## config.mk

```make
export PLATFORM = sky130hd
export DESIGN_NAME = pci_tgt_decoder
export DESIGN_NICKNAME = d
export VERILOG_FILES = /design/src/rtl/pci_tgt_pkg.sv /design/src/rtl/pci_tgt_addr_decode.sv /design/src/rtl/pci_tgt_be_check.sv /design/src/rtl/pci_tgt_ind_reg.sv /design/src/rtl/pci_tgt_decoder.sv
export SDC_FILE = /design/constraint.sdc
export NUM_CORES = 1
export LEC_CHECK = 0
export BUFFER_PORTS_ARGS = -buffer_cell sky130_fd_sc_hd__buf_2
export CAP_MARGIN = 20
export CORE_MARGIN = 5
export CORE_UTILIZATION = 45
export CTS_BUF_LIST = sky130_fd_sc_hd__clkbuf_4
export CTS_CLUSTER_DIAMETER = 200
export CTS_CLUSTER_SIZE = 12
export DETAILED_ROUTE_END_ITERATION = 10
export PLACE_DENSITY = 0.69
export RECOVER_POWER = 100
export SLEW_MARGIN = 0
export SYNTH_ARGS = -nofsm -noshare
export SYNTH_HDL_FRONTEND = slang
export SYNTH_SLANG_ARGS = --single-unit
```

## constraint.sdc

```tcl
create_clock -name clk -period 5.9 [get_ports clk]
set_clock_uncertainty 0.05 [all_clocks]
set_input_delay 0.295 -clock clk [delete_from_list [all_inputs] [get_ports clk]]
set_output_delay 0.295 -clock clk [all_outputs]
set_load 0.02 [all_outputs]
```

## src/rtl/pci_tgt_pkg.sv

```systemverilog
package pci_tgt_pkg;

  typedef enum logic [2:0] {
    K_NONE   = 3'd0,
    K_IOADDR = 3'd1,
    K_IODATA = 3'd2,
    K_MEM    = 3'd3,
    K_CFG    = 3'd4
  } kind_e;

  typedef enum logic [2:0] {
    ST_IDLE = 3'd0,
    ST_DEC  = 3'd1,
    ST_DATA = 3'd2,
    ST_BUSY = 3'd3,
    ST_DONE = 3'd4,
    ST_REL  = 3'd5
  } state_e;

  localparam logic [3:0] CMD_IORD = 4'b0010;
  localparam logic [3:0] CMD_IOWR = 4'b0011;
  localparam logic [3:0] CMD_MRD  = 4'b0110;
  localparam logic [3:0] CMD_MWR  = 4'b0111;
  localparam logic [3:0] CMD_CRD  = 4'b1010;

  // accepted active-low enable patterns: one byte, an aligned half, or all four
  function automatic logic be_pattern_ok(input logic [3:0] be_n);
    case (be_n)
      4'b1110, 4'b1101, 4'b1011, 4'b0111,
      4'b1100, 4'b0011, 4'b0000: be_pattern_ok = 1'b1;
      default:                   be_pattern_ok = 1'b0;
    endcase
  endfunction

  // index of the lowest enabled lane
  function automatic logic [1:0] lowest_lane(input logic [3:0] be_n);
    if (!be_n[0])      lowest_lane = 2'd0;
    else if (!be_n[1]) lowest_lane = 2'd1;
    else if (!be_n[2]) lowest_lane = 2'd2;
    else               lowest_lane = 2'd3;
  endfunction

endpackage

```

## src/rtl/pci_tgt_addr_decode.sv

```systemverilog
module pci_tgt_addr_decode
  import pci_tgt_pkg::*;
#(
  parameter logic [31:0] IO_BASE  = 32'h0000_1000,
  parameter logic [31:0] MEM_BASE = 32'h8000_0000,
  parameter int          MEM_AW   = 12
) (
  input  logic [3:0]  cmd,
  input  logic [31:2] addr,
  input  logic        sel,
  output logic        claim,
  output kind_e       kind,
  output logic        is_write
);

  logic io_hit;
  logic mem_hit;

  assign io_hit  = (addr[31:3] == IO_BASE[31:3]);
  assign mem_hit = (addr[31:MEM_AW] == MEM_BASE[31:MEM_AW]);

  always_comb begin
    kind     = K_NONE;
    is_write = 1'b0;
    case (cmd)
      CMD_IORD, CMD_IOWR: begin
        if (io_hit) kind = addr[2] ? K_IODATA : K_IOADDR;
        is_write = cmd[0];
      end
      CMD_MRD, CMD_MWR: begin
        if (mem_hit) kind = K_MEM;
        is_write = cmd[0];
      end
      CMD_CRD: begin
        if (sel) kind = K_CFG;
      end
      default: kind = K_NONE;
    endcase
    claim = (kind != K_NONE);
  end

endmodule

```

## src/rtl/pci_tgt_be_check.sv

```systemverilog
module pci_tgt_be_check
  import pci_tgt_pkg::*;
(
  input  kind_e      kind,
  input  logic [1:0] addr_lo,
  input  logic [3:0] be_n,
  output logic       nop,
  output logic       abort
);

  logic is_io;
  logic lane_bad;

  assign is_io    = (kind == K_IOADDR) || (kind == K_IODATA);
  assign lane_bad = is_io && (lowest_lane(be_n) != addr_lo);
  assign nop      = &be_n;
  assign abort    = !nop && (kind != K_CFG) && (!be_pattern_ok(be_n) || lane_bad);

endmodule

```

## src/rtl/pci_tgt_ind_reg.sv

```systemverilog
module pci_tgt_ind_reg #(
  parameter int W = 32
) (
  input  logic           clk,
  input  logic           rst,
  input  logic           wr_en,
  input  logic [W/8-1:0] wstrb,
  input  logic [W-1:0]   wdata,
  output logic [W-1:0]   q
);

  localparam int NL = W / 8;

  logic [7:0] lane_q [NL];

  for (genvar i = 0; i < NL; i++) begin : g_lane
    always_ff @(posedge clk) begin
      if (rst)                      lane_q[i] <= 8'h00;
      else if (wr_en && wstrb[i])   lane_q[i] <= wdata[i*8 +: 8];
    end
    assign q[i*8 +: 8] = lane_q[i];
  end

endmodule

```

## src/rtl/pci_tgt_decoder.sv

```systemverilog
module pci_tgt_decoder
  import pci_tgt_pkg::*;
#(
  parameter logic [31:0] IO_BASE  = 32'h0000_1000,
  parameter logic [31:0] MEM_BASE = 32'h8000_0000,
  parameter int          MEM_AW   = 12
) (
  input  logic        clk,
  input  logic        rst,
  input  logic        frame_n,
  input  logic        irdy_n,
  input  logic        idsel,
  input  logic [3:0]  cbe_n,
  input  logic [31:0] ad_in,
  output logic [31:0] ad_out,
  output logic        ad_oe,
  output logic        devsel_n,
  output logic        trdy_n,
  output logic        stop_n,
  output logic        be_req,
  output logic        be_we,
  output logic        be_cfg,
  output logic [31:0] be_addr,
  output logic [31:0] be_wdata,
  output logic [3:0]  be_wstrb,
  input  logic        be_ready,
  input  logic [31:0] be_rdata
);

  state_e      state;
  logic [3:0]  cmd_q;
  logic [31:0] addr_q;
  logic        sel_q;
  kind_e       kind_q;
  logic        wr_q;

  logic        dec_claim;
  kind_e       dec_kind;
  logic        dec_wr;
  logic        ph_nop;
  logic        ph_abort;
  logic [31:0] ind_q;
  logic        ind_wr;

  pci_tgt_addr_decode #(
    .IO_BASE (IO_BASE),
    .MEM_BASE(MEM_BASE),
    .MEM_AW  (MEM_AW)
  ) u_dec (
    .cmd     (cmd_q),
    .addr    (addr_q[31:2]),
    .sel     (sel_q),
    .claim   (dec_claim),
    .kind    (dec_kind),
    .is_write(dec_wr)
  );

  pci_tgt_be_check u_bechk (
    .kind   (kind_q),
    .addr_lo(addr_q[1:0]),
    .be_n   (cbe_n),
    .nop    (ph_nop),
    .abort  (ph_abort)
  );

  assign ind_wr = (state == ST_DATA) && !irdy_n && (kind_q == K_IOADDR) &&
                  wr_q && !ph_nop && !ph_abort;

  pci_tgt_ind_reg #(.W(32)) u_ind (
    .clk  (clk),
    .rst  (rst),
    .wr_en(ind_wr),
    .wstrb(~cbe_n),
    .wdata(ad_in),
    .q    (ind_q)
  );

  always_ff @(posedge clk) begin
    if (rst) begin
      state    <= ST_IDLE;
      cmd_q    <= 4'h0;
      addr_q   <= 32'h0;
      sel_q    <= 1'b0;
      kind_q   <= K_NONE;
      wr_q     <= 1'b0;
      ad_out   <= 32'h0;
      ad_oe    <= 1'b0;
      devsel_n <= 1'b1;
      trdy_n   <= 1'b1;
      stop_n   <= 1'b1;
      be_req   <= 1'b0;
      be_we    <= 1'b0;
      be_cfg   <= 1'b0;
      be_addr  <= 32'h0;
      be_wdata <= 32'h0;
      be_wstrb <= 4'h0;
    end else begin
      case (state)
        ST_IDLE: begin
          if (!frame_n) begin
            cmd_q  <= cbe_n;
            addr_q <= ad_in;
            sel_q  <= idsel;
            state  <= ST_DEC;
          end
        end
        ST_DEC: begin
          if (dec_claim) begin
            devsel_n <= 1'b0;
            kind_q   <= dec_kind;
            wr_q     <= dec_wr;
            state    <= ST_DATA;
          end else begin
            state    <= ST_REL;
          end
        end
        ST_DATA: begin
          if (!irdy_n) begin
            if (ph_nop) begin
              trdy_n <= 1'b0;
              state  <= ST_DONE;
            end else if (ph_abort) begin
              devsel_n <= 1'b1;
              stop_n   <= 1'b0;
              state    <= ST_DONE;
            end else if (kind_q == K_IOADDR) begin
              trdy_n <= 1'b0;
              if (!wr_q) begin
                ad_out <= ind_q;
                ad_oe  <= 1'b1;
              end
              state  <= ST_DONE;
            end else begin
              be_req   <= 1'b1;
              be_we    <= wr_q;
              be_cfg   <= (kind_q == K_CFG);
              be_addr  <= (kind_q == K_IODATA) ? {ind_q[31:2], 2'b00}
                                               : {addr_q[31:2], 2'b00};
              be_wdata <= ad_in;
              be_wstrb <= (kind_q == K_CFG) ? 4'hF : ~cbe_n;
              state    <= ST_BUSY;
            end
          end
        end
        ST_BUSY: begin
          if (be_ready) begin
            be_req <= 1'b0;
            trdy_n <= 1'b0;
            if (!be_we) begin
              ad_out <= be_rdata;
              ad_oe  <= 1'b1;
            end
            state  <= ST_DONE;
          end
        end
        ST_DONE: begin
          trdy_n   <= 1'b1;
          stop_n   <= 1'b1;
          devsel_n <= 1'b1;
          ad_oe    <= 1'b0;
          state    <= ST_REL;
        end
        ST_REL: begin
          if (frame_n && irdy_n) state <= ST_IDLE;
        end
        default: state <= ST_IDLE;
      endcase
    end
  end

endmodule

```

## Word level (Yosys, flattened, before mapping)

Memory sizes are Yosys's and may differ from the RTL's.
Index checks and enable logic that the tools add are counted.

- Bits of input ports: 74
- Memories: 1
- RAM bits: 32
- Bits in registers: 151

- Muxes and demuxes: 75
- Reduce and logical (&&, ||, !) cells: 41
- Eq/ne operators: 37
- Bitwise operators: 10

Memories:

| name | depth | bits a word | read ports | clocked after memory_dff | write ports | RTL line | RTL |
|---|---|---|---|---|---|---|---|
| u_ind.lane_q | 4 | 8 | 4 | 0 | 4 | pci_tgt_ind_reg.sv:14 | `logic [7:0] lane_q [NL];` |

Operators by type and width:

| cell | number |
|---|---|
| $mux 32 | 8 |
| $pmux 32 s2 | 1 |
| $mux 1 | 40 |
| $mux 8 | 4 |
| $mux 3 | 10 |
| $eq 29x10->1 const B | 1 |
| $ne 2x2->1 const B | 11 |
| $eq 20x20->1 const B | 1 |
| $eq 4x4->1 const B | 5 |
| $pmux 3 s6 | 1 |
| $reduce_and 8->1 | 2 |
| $reduce_and 5->1 | 3 |
| $logic_and 1x1->1 | 13 |
| $eq 4x2->1 const B | 3 |
| $eq 4x3->1 const B | 3 |
| $reduce_and 4->1 | 3 |
| $eq 3x2->1 const B | 3 |
| $eq 3x3->1 const B | 3 |
| $pmux 1 s3 | 3 |
| $pmux 3 s3 | 1 |
| $reduce_bool 3->1 | 3 |
| $mux 2 | 4 |
| $reduce_or 7->1 | 1 |
| $eq 3x1->1 const B | 2 |
| other kinds (19) | 34 |

## Longest topological paths before layout

Gate-level depths: netlist of run 1.

- Word-level depth: 14
- Depth in mapped cells: 9
- Depth with buffers taken out: 6

## Hierarchy

A second synthesis of run 1 with hierarchy kept.

- Cell total of the unflattened synthesis: 838
- Area, all modules: 7910.1 um^2

By module, submodules not included:

| module | seq. area each (um^2) | cells each | times used | area each (um^2) |
|---|---|---|---|---|
| pci_tgt_decoder | 2982.9 | 728 | 1 | 6287.3 |
| pci_tgt_ind_reg | 960.9 | 74 | 1 | 1391.3 |
| pci_tgt_addr_decode | 0.0 | 22 | 1 | 140.1 |
| pci_tgt_be_check | 0.0 | 14 | 1 | 91.3 |

## Least setup slack after synthesis of run 1

OpenSTA, ideal clock, no wires.

- Kind: in2reg
- Start point: input port cbe_n[0]
- End point: memory u_ind.lane_q[0][0] (enable)
- Buffers on the path: 1
- Stages: 6
- Data required time: 5475 ps
- Library setup time: 375 ps
- Arrival time: 1823 ps
- Setup slack: 3653 ps
- Cells stage by stage: buf_2 or4_1 nand3_1 and2b_1 o21ai_1 o21bai_1

RTL lines:

| item | RTL line | RTL |
|---|---|---|
| from (decl) | pci_tgt_decoder.sv:13 | `input logic [3:0] cbe_n,` |
| to (decl) | pci_tgt_ind_reg.sv:14 |  |

## Worst setup path after layout of run 1

- Start point: input port cbe_n[1]
- End point: register ad_out[24]

- Longest elaborated chain between the ends: 8

RTL lines:

| item | RTL line | RTL |
|---|---|---|
| $eq 4x4->1 (tied with other cells) | pci_tgt_pkg.sv:28 | `case (be_n)` |
| $reduce_or 7->1 or $mux 2 (tied branches) | pci_tgt_pkg.sv:28, pci_tgt_pkg.sv:37 |  |
| $mux 1 or $ne 2x2->1 (tied branches) | pci_tgt_pkg.sv:28, pci_tgt_be_check.sv:15 |  |
| $logic_not 1->1 or $logic_and 1x1->1 (tied branches) | pci_tgt_be_check.sv:17, pci_tgt_be_check.sv:15 |  |
| $logic_or 1x1->1 | pci_tgt_be_check.sv:17 | `assign abort = !nop && (kind != K_CFG) && (!be_pattern_ok(be_n) \|\| lane_bad);` |
| $logic_and 1x1->1 | pci_tgt_be_check.sv:17 |  |
| $ne 2x2->1 (no source line) | -- |  |
| $reduce_and 8->1 (no source line) (*) | -- |  |
| to (signal assigned) | pci_tgt_decoder.sv:129 | `ad_out <= ind_q;` |
| to (signal assigned) | pci_tgt_decoder.sv:150 | `ad_out <= be_rdata;` |
| to (decl) | pci_tgt_decoder.sv:15 | `output logic [31:0] ad_out,` |

Every way passes the cells marked *; elsewhere a longest branch is shown, timed or not.
A chain may end at the register's enable or synchronous reset.

==> results of run 1 <==
## Yosys cell counts (all sizes together) (2+ instances only)
cell	number
a21oi	109
or3b	2
and2	32
nand2b	4
nand4	2
a311oi	4
inv	3
a22oi	3
o21bai	4
nand2	157
a32oi	2
nand3	5
edfxtp	32
dfxtp	149
o21ai	8
nor3b	6
and3b	2
nor2	55
nor4b	2
mux2i	31
nor3	10
clkbuf	41
buf	25
nand3b	2
a21o	2
a211oi	63
o22ai	32
nor2b	2
nor4	8
## state kept, by name, indices dropped and copies added (netlist names)
signal / count
be_addr: 30
stop_n: 1
trdy_n: 1
ad_oe: 1
be_wdata: 32
state: 3
sel_q: 1
be_wstrb: 4
addr_q: 32
cmd_q: 4
devsel_n: 1
u_ind.lane_q: 32
be_cfg: 1
be_we: 1
kind_q: 3
wr_q: 1
ad_out: 32
be_req: 1
## metrics by stage
stage | total power (uW) | worst slack, ps | hold WS, ps
3_3_place_gp | 1530 | 2800 | 380
4_1_cts | 2250 | 2860 | 19.4
6_report | 2240 | 1780 | 50.8
2_1_floorplan | 1450 | 3650 | 354
3_5_place_dp | 1530 | 2890 | 386
5_1_grt | 2330 | 1390 | 14.4
## layer usage
metal | wire, um | up-vias | share of wire | global-route usage
li1 | - | 3318 | - | -
met4 | 413 | 0 | 0.019 | 0.0676
met2 | 9890 | 232 | 0.47 | 0.356
met1 | 9470 | 3118 | 0.45 | 0.283
met5 | 0 | - | 0 | 0
met3 | 1420 | 33 | 0.067 | 0.0579
## worst paths after layout
path	from	endpoint	slack [ps]
hold reg to reg	be_wdata[27]$_SDFFE_PP0P_	be_wdata[27]$_SDFFE_PP0P_	410
hold / removal	be_rdata[31]	ad_out[31]$_SDFFE_PP0P_	50
setup reg to reg	kind_q[2]$_SDFFE_PP0P_	ad_out[24]$_SDFFE_PP0P_	1910
setup / recovery	cbe_n[1]	ad_out[24]$_SDFFE_PP0P_	1780
## where the power goes
| group | internal [uW] | switching, uW | total [uW] |
|---|---|---|---|
| clock | 266 | 435 | 701 |
| sequential | 1290 | 31.2 | 1320 |
| combinational | 92.2 | 125 | 217 |
## final cells by class
type	instances	area [um2]
clock buffers	20	150
clock inverters	12	133
fillers	1556	6800
inverters	3	11.3
multi-input cells	565	3160
flip-flops and latches	181	3940
well taps	216	270
repair buffers	254	1530
## worst register-to-register path, stage by stage (launching register included)
cell and delay [ps]:
dfxtp_1 430, or3b_1 500, nand3_1 150, and3b_1 190, o31a_1 630, clkbuf_1 1460, a21oi_1 220, a211oi_1 290
## timing repair
action,CTS,global route
hold buffers,67,0
hold endpoints to repair,134,0
resized for setup,0,0
## logic make-up after synthesis
logic type / count (synthesis)
AOI/OAI and AO/OA: 237
xor gates and xnor gates: 1
buffers and inverters: 69
DFF: 181
muxes: 31
other: 1
and+or+nand+nor: 294
==> metrics.md, run 1 <==
| Metric | Value |
|---|---|
| Reg2reg path depth | 7 |
| Total gr overflow | 0 |
| Hold WC Path Type | input port to register |
| Compound-Gate Fraction of Synth Area | 0.199 |
| Synthesized instance count | between 800 and 900 |
| Final Util | 0.575 |
| Max VDD drop | between 0.0002 and 0.00025 V |
| Core ar. | 16,000 um2 |
| Post-CTS Setup Bufs | 0 |
| Total Wirelength | between 20 and 25 mm |
| Least-Margin Pin Slew | just under 2000 ps |
| Avg WL per Cell | between 15 and 20 um |
| Initial core utilization | 0.461 |
| DIE WIDTH | roughly 140 um |
| PortBufs | between 150 and 200 |
| First-pass iteration count of the detailed router | 5 |
| Global-route usage over all layers | 0.218 |
| Outcome | finished, violations left |
| # rows | 46 |
| Initial drt markers | around 430 |
| Antenna Cells | 0 |
| Post-Synthesis Cell Area | approximately 7400 um2 |
| Post-synth ARST share | 0 |
| Most frequent cells in the layout | nand2_1, dfxtp_1, a21oi_1 |
| Clock tree from TritonCTS | built |
| Finished Layout Cells | roughly 1,300 |
| Vias in the first global route | between 6,000 and 7,000 |
| Final hold vios | 0 |
| DRT antenna net count | 0 |
| Synth Area per Inst | slightly above 9 um2 |
| Syn-to-layout area delta | 24.7% |
| Cts bufs inserted | 17 |
| Prevailing post-synth register cell | dfxtp_1 |
| Hold Path Depth | 3 |
| Slowest-stage cell, CP | clkbuf_1 |
| Most common cell after layout, fill and taps aside | nand2_1 |
| Worst rel slew slack | -0.296 |
| Fmax achieved | roughly 240 MHz |
| Critical Path, Cell by Cell | dlygate4sd3_1 > clkbuf_1 > nand2_1 > or3_1 > a21oi_1 > o31a_1 > clkbuf_1 > a21oi_1 > a211oi_1 |
| Register area share after synthesis | 0.535 |
| Full die area | approximately 19,000 um2 |
| Placed instance area | between 8000 and 9000 um2 |
| Data required, critical path | 6330 ps |
| Initial antenna violation count | 0 |
| Share of the synthesized area in the top cell type | 0.404 |
| Max Slew Vio Count | 84 |
| Max-cap viol count | 2 |
| Largest family of logic cells by synthesized area | compound AO/OA/AOI/OAI gates |
| Setup CP Type | input port to register |
| Vias/cell | approximately 5.4 |
| Main area contributors after synthesis | dfxtp_1, edfxtp_1, nand2_1, a21oi_1, a211oi_1 |
| Root Driver | clkbuf_4 |
| Ports | 181 |
| Nets | around 1,100 |
| CP Launch Type | input port |
| Crit. path cell count | 9 |
| Layout cell share with drive strength beyond 1 | 0.110 |
| CTS max path bufs | 2 |
| Fin crit period | between 4000 and 5000 ps |
| Critical Path End Type | register |
| Failing checks | capacitance limit, slew limit |
| Gpl congestion | approximately 0.83 |
| Setup violators final | 0 |
| FF+latch count, synth | roughly 180 |
| Yosys top cell by area | dfxtp_1 |
| Global-route wire length before repair | ~34 mm |
| Synth Area in Adders | 0 |
| RSZ-0062 raised after global routing | no |
| Largest net degree at the start of global routing | 102 |
| Setup TNS | 0 ps |
| CP top delay family | buffers and inverters |
| Die height | about 140 um |
| CTS H-tree depth | 4 |
| Post-Synth XOR/XNOR Area | 0.00119 |
| Post-synthesis mux area share | 0.0421 |
| Slowest stage delay, CP | 1450 ps |
| Clock sink total | 181 |
| Dpl cells | between 1,000 and 1,500 |
| Post-DP HPWL | between 10 and 15 mm |
| Buf+Inv Stages, Crit Path | 3 |
| Maximum fanout along the worst path | 45 |
| Finished Cell Area | 9200 um2 |
| Library cells used by synthesis | 50 |
| DRC | 0 |
| Yosys warns | 0 |
| Critical Path AT | 4560 ps |
| Tcrit/Tclk final | 0.699 |
| Synth Area in Simple Gates | 0.180 |
| Total vias in the final route | about 6,700 |
| Leakage | around 0.0031 uW |
| Later-pin clock latency in the skew report | slightly below 600 ps |
| EDFF count, synth | 32 |
| Cell area power density | between 200 and 250 nW/um2 |
| CTS clk-pin slew, worst paths | 140 ps |
No activity file was read; power rests on OpenSTA's default activity.
==> inputs of run 2 (changes only) <==
- PLACE_DENSITY: 0.69 -> 0.72
- clock period: 5.9 -> 3.3 ns (I/O delays scaled with it)
==> run 2 against run 1 <==
The flow now finishes without violations; design area increased by 1.3%; die area unchanged; sequential power is 79% higher; combinational power grew 82%; routed wire length rose by 2.6%; utilization increased by 0.74 points; clock-buffer cell count down 2; first-iteration DRC count rose by 20%; sequential share of layout area fell by 0.54 points; total power increased by 79%; critical path type is now register to register; largest cell class unchanged.
==> metrics.md, run 2 (same netlist as run 1, synthesis figures left out) <==
| Metric | Value |
|---|---|
| Outcome | finished, final reports clean |
| Multi-input combinational cell area | 3160 um2 (about the same) |
| Syn-to-layout area delta | 26.3% |
| Max Slew Vio Count | 0 (-100%) |
| PostCTS Resize Cnt | 0 (unchanged) |
| Clock tree from TritonCTS | built |
| Avg WL per Cell | 17.1 um (+1.2%) |
| First-pass iteration count of the detailed router | 6 (+1) |
| Core ar. | 16,000 um2 (unchanged) |
| Nets | 1,114 (+1.6%) |
| Comb pwr share | 0.099 (+0.002) |
| Maximum fanout along the worst path | 51 (+13%) |
| Clock sink total | 181 (unchanged) |
| Proportion of power drawn by the clock network | 0.313 (about the same) |
| Max VDD drop | 0.000265 V (+21%) |
| DRT antenna net count | 0 (unchanged) |
| Setup CP Type | register to register |
| Worst setup startpoint | state[1]$_SDFFE_PP0P_ |
| Fmax achieved | between 300 and 400 MHz |
| Root Driver | clkbuf_4 |
| Worst rel slew slack | 0.353 (+0.649) |
| Seq pwr share | 0.589 (about the same) |
| Vias/cell | 5.38 (+0.48%) |
| Initial drt markers | 520 (+20%) |
| Critical Path End Type | register |
| RSZ-0062 raised after global routing | no |
| Layout cell share with drive strength beyond 1 | 0.119 (+0.00856) |
| Slowest-stage cell, CP | dfxtp_1 |
| Full die area | 19,100 um2 (unchanged) |
| Switching part of the total | 0.267 (+0.00287) |
| PortBufs | 178 (unchanged) |
| Initial antenna violation count | 0 (unchanged) |
| Tcrit/Tclk final | 0.868 |
| Initial core utilization | 0.461 (unchanged) |
| Hold WC Path Type | input port to register |
| Psw | 1070 uW (+81%) |
| Global-route usage over all layers | 0.222 (+0.00482) |
| Total vias in the final route | 6,830 (+1.9%) |
| Critical Path AT | 3280 ps (-1280 ps) |
| Data required, critical path | 3720 ps (-2610 ps) |
| Design Power | 4010 uW (+79%) |
| Setup violators final | 0 (unchanged) |
| CTS clk-pin slew, worst paths | 160 ps (+20 ps) |
| DIE WIDTH | 138 um (unchanged) |
| Max-cap viol count | 0 (-2) |
| CTS H-tree depth | 4 (unchanged) |
| Cts bufs inserted | 17 (unchanged) |
| Least-Margin Pin Slew | 970 ps (-974 ps) |
| Fillers | 1,487 (-4.4%) |
| Reg area | 3940 um2 (unchanged) |
| Ports | 181 (unchanged) |
| # rows | 46 (unchanged) |
| Most common cell after layout, fill and taps aside | nand2_1 |
| Most frequent cells in the layout | nand2_1, dfxtp_1, clkbuf_1 |
| Final hold vios | 0 (unchanged) |
| Setup TNS | 0 ps (unchanged) |
| CP Launch Type | register |
| DRC | 0 (unchanged) |
| Largest net degree at the start of global routing | 61 (-40%) |
| Cell area power density | 431 nW/um2 (+77%) |
| Critical Path, Cell by Cell | nor2b_1 > nand2b_1 > nor2_1 > o2111a_4 > clkbuf_4 > nor2_1 > a211oi_1 |
| Post-CTS Setup Bufs | 0 (unchanged) |
| Antenna Cells | 0 (unchanged) |
| Leakage | 0.00318 uW (+2.5%) |
| Critical R2R Launch | state[1]$_SDFFE_PP0P_ |
| Vias in the first global route | 6,588 (-0.44%) |
| Die height | 138 um (unchanged) |
| Total gr overflow | 0 (unchanged) |
| Pint | 2940 uW (+79%) |
| Global-route wire length before repair | 34.9 mm (+2.1%) |
| Hold buffers post-CTS | 73 (+9.0%) |
| Slowest stage delay, CP | 660 ps (-790 ps) |
| CTS max path bufs | 2 (unchanged) |
| Cell mode on critical path | nor2_1 |
| Total Wirelength | 21.8 mm (+2.6%) |
| HP Start | ad_in[20] |
| Post-DP HPWL | 14.2 mm (+1.1%) |
| Later-pin clock latency in the skew report | 570 ps (about the same) |
| Fin crit period | approximately 2900 ps |
| Gpl congestion | 0.885 (+6.2%) |
-- run 2: area by class of cell --
class	count	area share
repair buffers	272	0.177
inverters	3	0.00121
flip-flops and latches	181	0.423
well taps	216	0.0290
clock inverters	14	0.0161
clock buffers	18	0.0145
multi-input cells	565	0.339
-- run 2: path summary, 6_finish.rpt --
kind                               end  slack [ps]  depth (start not counted)
max           be_addr[22]$_SDFFE_PP0P_         440                          7
min            addr_q[20]$_SDFFE_PP0P_         320                          4
max reg2reg   be_addr[22]$_SDFFE_PP0P_         440                          7
min reg2reg  be_wdata[20]$_SDFFE_PP0P_         420                          2
-- run 2: worst max-delay path: cells and delay by family (launching register included) --
family / cells / cell delay, ps
buffers and inverters: 1 / 540
AO/OA/AOI/OAI: 2 / 690
flip-flops: 1 / 660
AND/OR/NAND/NOR: 4 / 800
-- run 2: power groups by stage --
stage          Combinational [uW]  Sequential (uW)  Clock, uW
2_1_floorplan                 207             2380          0
3_3_place_gp                  327             2410          0
3_5_place_dp                  329             2410          0
4_1_cts                       398             2360       1290
5_1_grt                       438             2370       1390
6_report                      396             2360       1260
-- run 2: through the flow --
stage               hold slack [ps]  cells   util  area, um2  setup slack [ps]
floorplan                       224    815      -       7380              1060
global placement                376   1164  0.530       8490               748
detailed placement              378   1164  0.530       8490               668
finish                          322   1269  0.582       9320               436
global route                    278   1269  0.582       9320               214
CTS                             270   1269  0.594       9500               621
-- run 2: layer usage --
metal	routed length (um)	GRT usage	up-vias
li1	-	-	3362
met1	9470	0.284	3208
met2	10600	0.370	238
met3	1470	0.0648	22
met4	260	0.0598	0
met5	0	0	-
==> inputs of run 3 (changes only) <==
- CORE_UTILIZATION: 45 -> 50
- PLACE_DENSITY: 0.72 -> 0.78
==> run 3 against run 2 <==
Global-route usage rose by 1.8 points; worst hold slack got worse by 180 ps; utilization rose by 5.4 points; first-iteration DRC count did not move; combinational power barely moved; die area fell by 9.3%; register-to-register slack got worse by 20 ps; final cell count fell by 2.7%; largest cell class unchanged.
==> metrics.md, run 3 (same netlist as run 1, synthesis figures left out) <==
| Metric | Value |
|---|---|
| Outcome | finished, final reports clean |
| Leakage | 0.00315 uW (-1.0%) |
| PostCTS Resize Cnt | 0 (unchanged) |
| Max-cap viol count | 0 (unchanged) |
| CTS H-tree depth | 4 (unchanged) |
| Dpl ws | 672 ps (+3.54 ps) |
| Worst hold slack | 146 ps (-175 ps) |
| Total gr overflow | 0 (unchanged) |
| DIE WIDTH | 131 um (-4.8%) |
| Proportion of power drawn by the clock network | 0.297 (-0.016) |
| Nets | 1,112 (-0.18%) |
| Final hold vios | 0 (unchanged) |
| Seq pwr share | 0.603 (+0.014) |
| RSZ-0062 raised after global routing | no |
| Max VDD drop | 0.000327 V (+23%) |
| Most common cell after layout, fill and taps aside | nand2_1 |
| Vias in the first global route | 6,829 (+3.7%) |
| PortBufs | 178 (unchanged) |
| Maximum fanout along the worst path | 19 (-63%) |
| Fmax achieved | 347 MHz (-0.67%) |
| Least-Margin Pin Slew | 1140 ps (+170 ps) |
| Most frequent cells in the layout | nand2_1, dfxtp_1, clkbuf_1 |
| Initial antenna violation count | 0 (unchanged) |
| Tcrit/Tclk final | 0.874 (+0.00587) |
| Switching part of the total | 0.272 (+0.00524) |
| Global-route wire length before repair | 34.6 mm (-0.85%) |
| Fin worst setup slack | 416 ps (-19.4 ps) |
| Post-CTS Setup Bufs | 0 (unchanged) |
| Cts bufs inserted | 17 (unchanged) |
| CTS clk-pin slew, worst paths | 130 ps (-30 ps) |
| Full die area | 17,300 um2 (-9.3%) |
| CP Launch Type | register |
| CTS max path bufs | 2 (unchanged) |
| Critical Path, Cell by Cell | nor2b_1 > nand2b_1 > nor2_1 > o2111ai_2 > clkbuf_2 > nand2_1 > a21oi_1 |
| Critical Path End Type | register |
| DRT antenna net count | 0 (unchanged) |
| Data required, critical path | 3680 ps (-40 ps) |
| Initial core utilization | 0.510 (+0.0484) |
| Initial drt markers | 520 (unchanged) |
| Die height | 131 um (-4.8%) |
| Psw | 1070 uW (-0.50%) |
| Slowest-stage cell, CP | dfxtp_1 |
| Critical Path AT | 3270 ps (about the same) |
| Hold Path Depth | 2 (-2) |
| Clock sink total | 181 (unchanged) |
| Later-pin clock latency in the skew report | 590 ps (+20 ps) |
| Syn-to-layout area delta | 24.9% |
| Total vias in the final route | 6,883 (+0.78%) |
| Slowest stage delay, CP | 660 ps (about the same) |
| Layout cell share with drive strength beyond 1 | 0.114 (-0.00453) |
| Setup TNS | 0 ps (unchanged) |
| Hold buffers post-CTS | 72 (-1.4%) |
| Max Slew Vio Count | 0 (unchanged) |
| DRC | 0 (unchanged) |
| CP top delay family | simple AND/OR/NAND/NOR gates |
| Reg2reg setup slack | 420 ps (-20 ps) |
| Root Driver | clkbuf_4 |
| Setup violators final | 0 (unchanged) |
| Hold WC Path Type | input port to register |
| Vias/cell | 5.57 (+3.6%) |
| Pint | 2850 uW (-3.1%) |
| Worst rel slew slack | 0.240 (-0.113) |
| Reg2reg path depth | 7 (unchanged) |
| Fillers | 1,245 (-16%) |
| Largest net degree at the start of global routing | 94 (+54%) |
| Buf+Inv Stages, Crit Path | 1 (unchanged) |
| Post-DP HPWL | 13.8 mm (-2.9%) |
| Fin crit period | 2880 ps (+19.4 ps) |
| Crit. path cell count | 7 (unchanged) |
| Cell area power density | 425 nW/um2 (-1.3%) |
| Total Wirelength | 21.0 mm (-3.6%) |
| Gpl congestion | 0.867 (-2.0%) |
| Setup CP Type | register to register |
| Antenna Cells | 0 (unchanged) |
| Avg WL per Cell | 17.0 um (-0.90%) |
| First-pass iteration count of the detailed router | 5 (-1) |
| Ports | 181 (unchanged) |
| Global-route usage over all layers | 0.241 (+0.0184) |
| Clock tree from TritonCTS | built |
| Core ar. | 14,500 um2 (-9.5%) |
| Comb pwr share | 0.100 (about the same) |
| # rows | 44 (-4.3%) |
-- run 3: cell count changes in the layout (fill, tap and decap cells not counted), moves of 2 or more --
| cell | before | now |
|---|---|---|
| clkbuf_2 | 2 | 4 |
| clkinv_2 | 1 | 3 |
| clkinvlp_4 | 1 | 3 |
| buf_4 | 11 | 6 |
| clkbuf_1 | 111 | 113 |
| clkinv_4 | 4 | 1 |
-- run 3: cell type report --
class | count | area, um2 | share of cell area
clock buffers | 17 | 128 | 0.0139
clock inverters | 15 | 128 | 0.0139
inverters | 3 | 11.3 | 0.00122
multi-input cells | 565 | 3150 | 0.342
flip-flops and latches | 181 | 3940 | 0.428
well taps | 184 | 230 | 0.0250
repair buffers | 270 | 1620 | 0.176
-- run 3: final timing paths --
kind	from	endpoint
worst min-delay path	rst	wr_q$_SDFFE_PP0P_
worst min register to register	be_wdata[6]$_SDFFE_PP0P_	be_wdata[6]$_SDFFE_PP0P_
worst max register to register	state[1]$_SDFFE_PP0P_	be_we$_SDFFE_PP0P_
worst max-delay path	state[1]$_SDFFE_PP0P_	be_we$_SDFFE_PP0P_
-- run 3: power by group through the flow --
stage                     sequential, uW  combinational, uW  clock, uW
after floorplan                     2380                207          0
after global placement              2410                325          0
after detailed placement            2410                327          0
after CTS                           2360                394       1190
after global routing                2370                434       1290
final                               2360                393       1160
-- run 3: routing by layer --
layer,track usage,up-vias,part of all wire
met3,0.0787,47,0.073
li1,-,3355,-
met2,0.396,255,0.48
met4,0.0794,0,0.024
met5,0,-,0
met1,0.300,3226,0.42
-- run 3: metrics by stage --
| stage | utilization | instance area [um2] | total power (uW) | cells |
|---|---|---|---|---|
| floorplan | - | 7380 | 2590 | 815 |
| global placement | 0.582 | 8430 | 2730 | 1131 |
| detailed placement | 0.582 | 8430 | 2740 | 1131 |
| CTS | 0.650 | 9410 | 3940 | 1235 |
| global route | 0.636 | 9210 | 4100 | 1235 |
| finish | 0.636 | 9210 | 3920 | 1235 |
-- run 3: worst register-to-register path, stage by stage (launching register included) --
cell	delay [ps]
dfxtp_1	660
nor2b_1	270
nand2b_1	120
nor2_1	280
o2111ai_2	620
clkbuf_2	510
nand2_1	160
a21oi_1	70
